===== config.mk =====
export PLATFORM = sky130hd
export DESIGN_NAME = edge_accum_chan
export DESIGN_NICKNAME = d
export VERILOG_FILES = /design/src/rtl/eda_pkg.sv /design/src/rtl/eda_sync.sv /design/src/rtl/eda_edge.sv /design/src/rtl/eda_regs.sv /design/src/rtl/edge_accum_chan.sv
export SDC_FILE = /design/constraint.sdc
export NUM_CORES = 1
export LEC_CHECK = 0
export ABC_CLOCK_PERIOD_IN_PS = 3560
export BUFFER_PORTS_ARGS = -buffer_cell sky130_fd_sc_hd__buf_2
export CAP_MARGIN = 20
export CELL_PAD_IN_SITES_DETAIL_PLACEMENT = 1
export CELL_PAD_IN_SITES_GLOBAL_PLACEMENT = 2
export CORE_AREA = 8 8 137 235
export DETAILED_ROUTE_END_ITERATION = 8
export DIE_AREA = 0 0 145 243
export PLACE_DENSITY = 0.8
export SKIP_CTS_REPAIR_TIMING = 1
export SLEW_MARGIN = 20
export SYNTH_ARGS = -nofsm -noshare
export SYNTH_HDL_FRONTEND = slang
export SYNTH_HIERARCHICAL = 1
export SYNTH_SLANG_ARGS = --single-unit

===== constraint.sdc =====
create_clock -name clk -period 3.56 [get_ports clk]
set_input_delay 0.178 -clock clk [delete_from_list [all_inputs] [get_ports clk]]
set_output_delay 0.178 -clock clk [all_outputs]
set_load 0.005 [all_outputs]

===== src/rtl/eda_pkg.sv =====
// Shared constants for the edge accumulator channel.
// Assumes a 32-bit control word with fixed field positions.
package eda_pkg;
    localparam int MODE_LSB = 26;
    localparam int MODE_W   = 5;
    localparam int PSEL_W   = 5;
    localparam int IN_LSB   = 0;
    localparam int FB_LSB   = 9;
    localparam logic [MODE_W-1:0] MODE_RISE    = 5'b01010;
    localparam logic [MODE_W-1:0] MODE_RISE_FB = 5'b01011;
    localparam logic [1:0] SEL_CTRL = 2'd0;
    localparam logic [1:0] SEL_STEP = 2'd1;
    localparam logic [1:0] SEL_ACC  = 2'd2;
endpackage


===== src/rtl/eda_sync.sv =====
// Two-flop synchronizer, one chain per pin.
// Assumes inputs are asynchronous to clk; reset value is low.
module eda_sync #(
    parameter int N = 32
) (
    input  logic         clk,
    input  logic         rst_n,
    input  logic [N-1:0] d,
    output logic [N-1:0] q
);
    genvar g;
    generate
        for (g = 0; g < N; g++) begin : g_chain
            logic st1, st2;
            // Two stages of resampling for each pin
            always_ff @(posedge clk) begin
                if (!rst_n) begin
                    st1 <= 1'b0;
                    st2 <= 1'b0;
                end else begin
                    st1 <= d[g];
                    st2 <= st1;
                end
            end
            assign q[g] = st2;
        end
    endgenerate
endmodule


===== src/rtl/eda_edge.sv =====
// Selects one synchronized pin and flags its rising transitions.
// Assumes pin numbers at or above N read as a constant low.
module eda_edge #(
    parameter int N      = 32,
    parameter int PSEL_W = 5
) (
    input  logic              clk,
    input  logic              rst_n,
    input  logic [N-1:0]      sync_pins,
    input  logic [PSEL_W-1:0] pin_sel,
    output logic              level,
    output logic              rise
);
    logic prev;

    // Pick the watched pin by number
    always_comb begin
        level = 1'b0;
        for (int i = 0; i < N; i++) begin
            if (pin_sel == PSEL_W'(i)) level = sync_pins[i];
        end
    end

    // Remember the previous watched level
    always_ff @(posedge clk) begin
        if (!rst_n) prev <= 1'b0;
        else        prev <= level;
    end

    assign rise = level & ~prev;
endmodule


===== src/rtl/eda_regs.sv =====
// Control, step and total registers with write-over-accumulate priority.
// Assumes the total is updated only on an enabled rising edge or a write.
module eda_regs
    import eda_pkg::*;
#(
    parameter int DATA_W = 32
) (
    input  logic              clk,
    input  logic              rst_n,
    input  logic              wr_en,
    input  logic [1:0]        wr_sel,
    input  logic [DATA_W-1:0] wr_data,
    input  logic              rise,
    output logic [DATA_W-1:0] ctrl_q,
    output logic [DATA_W-1:0] step_q,
    output logic [DATA_W-1:0] acc_q
);
    logic [MODE_W-1:0] mode;
    logic              count_en;

    assign mode     = ctrl_q[MODE_LSB +: MODE_W];
    assign count_en = rise && ((mode == MODE_RISE) || (mode == MODE_RISE_FB));

    // Control word and step registers
    always_ff @(posedge clk) begin
        if (!rst_n) begin
            ctrl_q <= '0;
            step_q <= '0;
        end else if (wr_en) begin
            if (wr_sel == SEL_CTRL) ctrl_q <= wr_data;
            if (wr_sel == SEL_STEP) step_q <= wr_data;
        end
    end

    // Running total: write first, else accumulate on an edge
    always_ff @(posedge clk) begin
        if (!rst_n)                          acc_q <= '0;
        else if (wr_en && wr_sel == SEL_ACC) acc_q <= wr_data;
        else if (count_en)                   acc_q <= acc_q + step_q;
    end
endmodule


===== src/rtl/edge_accum_chan.sv =====
// Rising-edge accumulator channel: sync, select, count, feedback, read port.
// Assumes one channel per instance and a plain register read/write port.
module edge_accum_chan
    import eda_pkg::*;
#(
    parameter int PIN_COUNT = 32,
    parameter int DATA_W    = 32
) (
    input  logic                 clk,
    input  logic                 rst_n,
    input  logic [PIN_COUNT-1:0] pins_in,
    input  logic                 wr_en,
    input  logic [1:0]           wr_sel,
    input  logic [DATA_W-1:0]    wr_data,
    input  logic [1:0]           rd_sel,
    output logic [DATA_W-1:0]    rd_data,
    output logic [PIN_COUNT-1:0] pin_oe,
    output logic [PIN_COUNT-1:0] pin_out
);
    logic [PIN_COUNT-1:0] sync_pins;
    logic [DATA_W-1:0]    ctrl_q, step_q, acc_q;
    logic                 level, rise, fb_on;
    logic [PSEL_W-1:0]    in_sel, fb_sel;

    assign in_sel = ctrl_q[IN_LSB +: PSEL_W];
    assign fb_sel = ctrl_q[FB_LSB +: PSEL_W];
    assign fb_on  = (ctrl_q[MODE_LSB +: MODE_W] == MODE_RISE_FB);

    eda_sync #(.N(PIN_COUNT)) u_sync (
        .clk(clk), .rst_n(rst_n), .d(pins_in), .q(sync_pins)
    );

    eda_edge #(.N(PIN_COUNT), .PSEL_W(PSEL_W)) u_edge (
        .clk(clk), .rst_n(rst_n), .sync_pins(sync_pins),
        .pin_sel(in_sel), .level(level), .rise(rise)
    );

    eda_regs #(.DATA_W(DATA_W)) u_regs (
        .clk(clk), .rst_n(rst_n), .wr_en(wr_en), .wr_sel(wr_sel),
        .wr_data(wr_data), .rise(rise),
        .ctrl_q(ctrl_q), .step_q(step_q), .acc_q(acc_q)
    );

    genvar g;
    generate
        for (g = 0; g < PIN_COUNT; g++) begin : g_fb
            // Drive the inverted watched level on the feedback pin only
            assign pin_oe[g]  = fb_on && (fb_sel == PSEL_W'(g));
            assign pin_out[g] = pin_oe[g] & ~level;
        end
    endgenerate

    // Read multiplexer
    always_comb begin
        case (rd_sel)
            SEL_CTRL: rd_data = ctrl_q;
            SEL_STEP: rd_data = step_q;
            SEL_ACC:  rd_data = acc_q;
            default:  rd_data = '0;
        endcase
    end
endmodule


==> results.toml, run 1 <==
[run_status]
outcome = "complete, but fails checks"
violations = "negative hold slack"

[critical_path]
worstPathMaxFanout = 13
worstPathArrival_ps = 3280
start_kind = "flop"
required_ps = 3380
reg2reg_depth = 13
worstSetupEndpointType = "output pin"
crit_type = "reg2out"
reg2reg_setup_slack_ps = 390
r2r_end = "u_regs/acc_q[29]"
worstReg2RegStart = "u_regs/ctrl_q[2]"

[logic_synthesis]
synth_cell_types = 77
synth_cells = 1150
synth_ff_type = "dfxtp_1"
yosysSeqAreaShare_pct = 34.3
yosysWarnings = 6
synth_area_per_cell_um2 = 8.16
async_reset_ff_share_pct = 0
synth-edff-count = 0
synth_fp_nets = 1253
synth_area_um2 = 9390
ys_ff_latch = 161

[layout]
drive_above_1_share_pct = 26.0
num_antenna_cells = 0
final_cell_mix = "nand2_1 (191), buf_2 (166), dfxtp_1 (157)"
finalNonFillerCells = 1680
fin_area_um2 = 11400
final_util_pct = 39.2
final_common_cell = "nand2_1"
syn2layout_area_growth_pct = 21.1
nets = 1388

[power_and_ir_drop]
p_per_area_nw_per_um2 = 381
worst_ir_drop_vdd_mv = 0.366
leakagePower_nw = 4.57

[worst_hold_path]
holdCritStartpoint = "wr_data[7]"
hold_path_end = "u_regs/step_q[7]"
whs_path_depth = 3
holdCritPathClass = "in2reg"

[global_routing]
first_global_vias = 9104
grt_usage_pct = 18.2
antenna_found_initial = 0
grt_overflow = 0
grt_pass1_wl_um = 50800
grt_max_degree = 81

[die]
io_pins = 167
rows = 83
initial_core_util_pct = 32.4
die_x_um = 145
fp.dieH_um = 243
core_area_um2 = 29000
die_area_um2 = 35200

[timing]
fin_ws_ps = 104
tightest_slew_ps = 942
slew_viol_final = 0
fin_hold_ws_ps = -6.72
max_freq_mhz = 289
period_share_pct = 97.1
setup_viol = 0
slew_headroom_pct = 37.2
setup-tns-final_ps = 0
finalCriticalPeriod_ps = 3460
rsz0062_at_grt = "true"
clock_skew_ps = 14.2
hold_viol_final = 3

[drt]
vias_per_cell = 5.24
ant_nets = 0
drtIter0Drc = 314
routedWlPerCell_um = 20.0
wirelength_um = 33600
vias = 8798
firstDrtPassIters = 4
drc = 0

[placement]
place.detailed.hpwl_um = 24200
gp_congestion = 0.913
post-place-cells = 1591
placed_area_um2 = 10100
dp_slack_ps = 274
port_buffers = 166

[clocking]
htree_num_levels = 4
cts_buffers = 17
worstSkewPairLatency_ps = 450
clk_path_buf_depth = 2
clock_sinks = 161
clk_pin_slew_ps = 70
cts_tree = "done"
cts-root-buf = "clkbuf_16"

[run]
cap_violations = 0
[stage by stage]
stage	power, W	hold WS (ps)
after floorplan	0.00228	292
after global placement	0.00243	391
after detailed placement	0.00244	403
after CTS	0.00433	-84.1
after global routing	0.00451	2.99
final	0.00433	-6.72
[metal layers]
metal	up-vias	track usage, %	part of all wire [%]
met4	0	8.39	3.1
met5	-	0	0
met1	4288	18.0	38
met3	58	3.52	2.8
li1	4299	-	-
met2	153	35.4	56
[synth_stat cells (all sizes together) (10+ instances only)]
| library cell | count | area share (%) |
|---|---|---|
| mux2i | 40 | 4.3 |
| inv | 11 | 0.44 |
| nand2b | 11 | 0.73 |
| clkbuf | 69 | 3.3 |
| and2 | 66 | 5.3 |
| nor2 | 35 | 1.4 |
| a211oi | 12 | 1.3 |
| nor3 | 54 | 3.1 |
| xor2 | 11 | 1.0 |
| nand2 | 191 | 7.6 |
| o21ai | 39 | 2.1 |
| buf | 62 | 4.7 |
| ha | 31 | 4.1 |
| dfxtp | 161 | 34 |
| nor4 | 29 | 2.4 |
| a21oi | 125 | 6.7 |
| nand4 | 10 | 0.67 |
| o2bb2ai | 32 | 3.0 |
| and3 | 13 | 0.87 |
| nand3 | 14 | 0.75 |
| xnor2 | 14 | 1.3 |
[final cells by class]
cell class,count,area [µm²]
Clock buffer,18,429
Clock inverter,14,169
Fill cell,3498,17600
Inverter,11,41.3
Multi-Input combinational cell,847,5420
Sequential cell,161,3230
Tap cell,382,478
Timing Repair Buffer,247,1590
[power breakdown]
group | leakage (nW) | internal (W) | switching (W)
logic | 2.96 | 0.000227 | 0.000298
registers | 1.32 | 0.00187 | 0.0000540
clock network | 0.286 | 0.00100 | 0.000872
[worst max-delay path, cell delays in order, from the launching register on]
cell and delay (ps):
dfxtp_4 390, buf_4 180, or3b_4 410, or3_1 330, a211oi_2 300, a311oi_2 100, nor2b_4 180, buf_4 200
or3_4 380, nor4_1 180, buf_2 160
[how the worst max path moves through the flow]
stage	from	to	slack (ps)	cells past startpoint
global route	u_regs/ctrl_q[2]	pin_out[19]	-2	10
global placement	u_regs/ctrl_q[1]	u_regs/acc_q[27]	360	14
floorplan	u_regs/ctrl_q[4]	u_regs/acc_q[29]	720	12
CTS	u_regs/ctrl_q[1]	pin_out[14]	-220	9
finish	u_regs/ctrl_q[2]	pin_out[19]	100	10
detailed placement	u_regs/ctrl_q[1]	u_regs/acc_q[29]	270	12
[cells by family (layout without fill, tap and decap cells)]
family,Yosys count,after routing,share of synthesized area [%]
AND/OR/NAND/NOR,472,472,27.2
AO/OA/AOI/OAI,276,276,18.9
flip-flops,161,161,34.3
buffers and inverters,142,290,8.45
multiplexers,42,42,4.50
adder cells (fa/ha/maj),32,32,4.34
XOR/XNOR,25,25,2.33
[registers in the layout, summed over array words and instances, names as in the netlist]
signal,cells
u_regs/ctrl_q,32
u_sync/g_chain.st2,32
u_sync/g_chain.st1,32
u_edge/prev,1
u_regs/acc_q,32
u_regs/step_q,32
(Power assumes the default switching activity.)
==> inputs of run 2 (changes only) <==
--- a/config.mk
+++ b/config.mk
@@ -10,9 +10,9 @@
 export CAP_MARGIN = 20
 export CELL_PAD_IN_SITES_DETAIL_PLACEMENT = 1
 export CELL_PAD_IN_SITES_GLOBAL_PLACEMENT = 2
-export CORE_AREA = 8 8 137 235
+export CORE_AREA = 2 2 131 229
 export DETAILED_ROUTE_END_ITERATION = 8
-export DIE_AREA = 0 0 145 243
+export DIE_AREA = 0 0 133 231
 export PLACE_DENSITY = 0.8
 export SKIP_CTS_REPAIR_TIMING = 1
 export SLEW_MARGIN = 20
==> run 2 against run 1 <==
The flow still finishes with violations (negative hold slack). Sequential share of layout area up 0.12 points. Sequential power about the same. First-iteration DRC count up 4.1%. Worst setup slack worse by 0.80 ps. Hold slack worse by 2.3 ps. Clock power down 3%. Final cell count about the same. Fmax about the same. Flip-flop and latch count unchanged. Global-route usage up 2.7 points. Combinational power about the same. Core utilization down 0.13 points.
==> results.toml, run 2 (synthesized netlist as in run 1, its figures left out) <==
[run_status]
outcome = "complete, but fails checks"
violations = "negative hold slack"

[die]
io_pins = 167
initial_core_util_pct = 32.4
rows = 83
fp.dieH_um = 231
die_area_um2 = 30700
core_area_um2 = 29000
die_x_um = 133

[clocking]
cts-root-buf = "clkbuf_16"
worstSkewPairLatency_ps = 450
clock_sinks = 161
cts_tree = "done"
clk_pin_slew_ps = 70
clk_path_buf_depth = 2
cts_buffers = 17
htree_num_levels = 4

[timing]
fin_hold_ws_ps = -8.99
slew_viol_final = 0
max_freq_mhz = 289
hold_viol_final = 3
finalCriticalPeriod_ps = 3460
clock_skew_ps = 12.0
setup-tns-final_ps = 0
period_share_pct = 97.1
rsz0062_at_grt = "true"
slew_headroom_pct = 39.8
setup_viol = 0
tightest_slew_ps = 903
fin_ws_ps = 104

[drt]
drtIter0Drc = 327
wirelength_um = 32700
vias = 8815
ant_nets = 0
drc = 0
firstDrtPassIters = 4
vias_per_cell = 5.25
routedWlPerCell_um = 19.5

[layout]
n_fill_cell = 3515
nets = 1388
final_util_pct = 39.1
final_common_cell = "nand2_1"
num_antenna_cells = 0
fin_area_um2 = 11300
finalNonFillerCells = 1679
drive_above_1_share_pct = 26.0
syn2layout_area_growth_pct = 20.7
final_cell_mix = "nand2_1 (191), buf_2 (166), dfxtp_1 (157)"

[placement]
port_buffers = 166
placed_area_um2 = 10100
place.detailed.hpwl_um = 23100
dp_slack_ps = 225
post-place-cells = 1592
gp_congestion = 0.871

[critical_path]
cp_cell_sequence = "nand2b_1 > o32a_2 > a211oi_1 > nand3_1 > a211oi_4 > nor2b_4 > or3_1 > nor4_1 > buf_2"
worstPathArrival_ps = 3280
r2r_end = "u_regs/acc_q[29]"
reg2reg_depth = 14
required_ps = 3380
timing.critical_path.buf_inv = 1
crit_type = "reg2out"
slowest_stage = "or3_1"
crit_family = "simple AND/OR/NAND/NOR gates"
start_kind = "flop"
critPathLaunch = "u_regs/ctrl_q[3]"
reg2reg_setup_slack_ps = 360
worstPathMaxFanout = 15
worstReg2RegStart = "u_regs/ctrl_q[0]"
critical-path-max-stage-delay_ps = 480
worstSetupEndpointType = "output pin"

[worst_hold_path]
hold_path_end = "u_regs/step_q[26]"
holdCritStartpoint = "wr_data[26]"
holdCritPathClass = "in2reg"
whs_path_depth = 3

[run]
cap_violations = 0

[power_and_ir_drop]
comb_power_share_pct = 12.3
power.switching_w = 0.00120
p_per_area_nw_per_um2 = 379
internal_power_w = 0.00309
switching_share_pct = 28.0
seqPwrFrac_pct = 45.0
worst_ir_drop_vdd_mv = 0.334
p_clk_share_pct = 42.7
leakagePower_nw = 4.56

[global_routing]
grt_max_degree = 81
antenna_found_initial = 0
grt_overflow = 0
grt_pass1_wl_um = 49800
first_global_vias = 9090
grt_usage_pct = 20.9
run 2: changes by cell type in the layout (fill, tap and decap cells not counted), sizes merged:
cell / change
buf: +1
clkinv: -1
dlygate4sd3: -1
run 2: worst reg2reg max path: stages (launching register included):
cell,delay (ps)
dfxtp_2,450
buf_4,230
nor2_1,60
o21ai_0,200
a31oi_1,120
o21ai_0,330
a211oi_4,150
buf_4,170
nor3b_2,180
nor2b_1,190
nand3_1,180
nor2_1,170
nand2_1,90
or4_1,530
nand3_1,90
run 2: worst max path at each step:
stage | to | slack, ps | depth (start not counted)
3_3_place_gp | pin_out[14] | 340 | 10
5_1_grt | pin_out[17] | -20 | 10
6_report | pin_out[4] | 100 | 9
4_1_cts | pin_out[19] | -330 | 10
3_5_place_dp | pin_out[19] | 230 | 10
2_1_floorplan | u_regs/acc_q[29] | 720 | 12
run 2: cell type report:
class                           count  area, µm²  area share, %
Multi-Input combinational cell    847       5420           47.9
Sequential cell                   161       3240           28.6
Clock inverter                     13        145           1.28
Tap cell                          382        478           4.22
Inverter                           11       41.3          0.364
Clock buffer                       18        429           3.79
Timing Repair Buffer              247       1580           13.9
run 2: routing by layer:
layer	part of all wire, %	global-route usage (%)	routed length, µm	vias to the layer above
li1	-	-	-	4291
met1	38	21.6	12400	4279
met2	56	40.6	18200	180
met3	2.9	3.89	954	65
met4	3.3	8.60	1080	0
met5	0	0	0	-
run 2: per-stage QoR:
step / hold slack [ps] / power, W
detailed placement: 399 / 0.00244
CTS: -89.5 / 0.00429
global route: 5.01 / 0.00447
global placement: 396 / 0.00243
finish: -8.99 / 0.00429
floorplan: 292 / 0.00228
run 2: power groups by stage:
stage / registers, W / logic (W) / clock network (W)
2_1_floorplan: 0.00195 / 0.000339 / 0
3_3_place_gp: 0.00197 / 0.000463 / 0
3_5_place_dp: 0.00197 / 0.000470 / 0
4_1_cts: 0.00193 / 0.000474 / 0.00189
5_1_grt: 0.00194 / 0.000580 / 0.00196
6_report: 0.00193 / 0.000526 / 0.00183
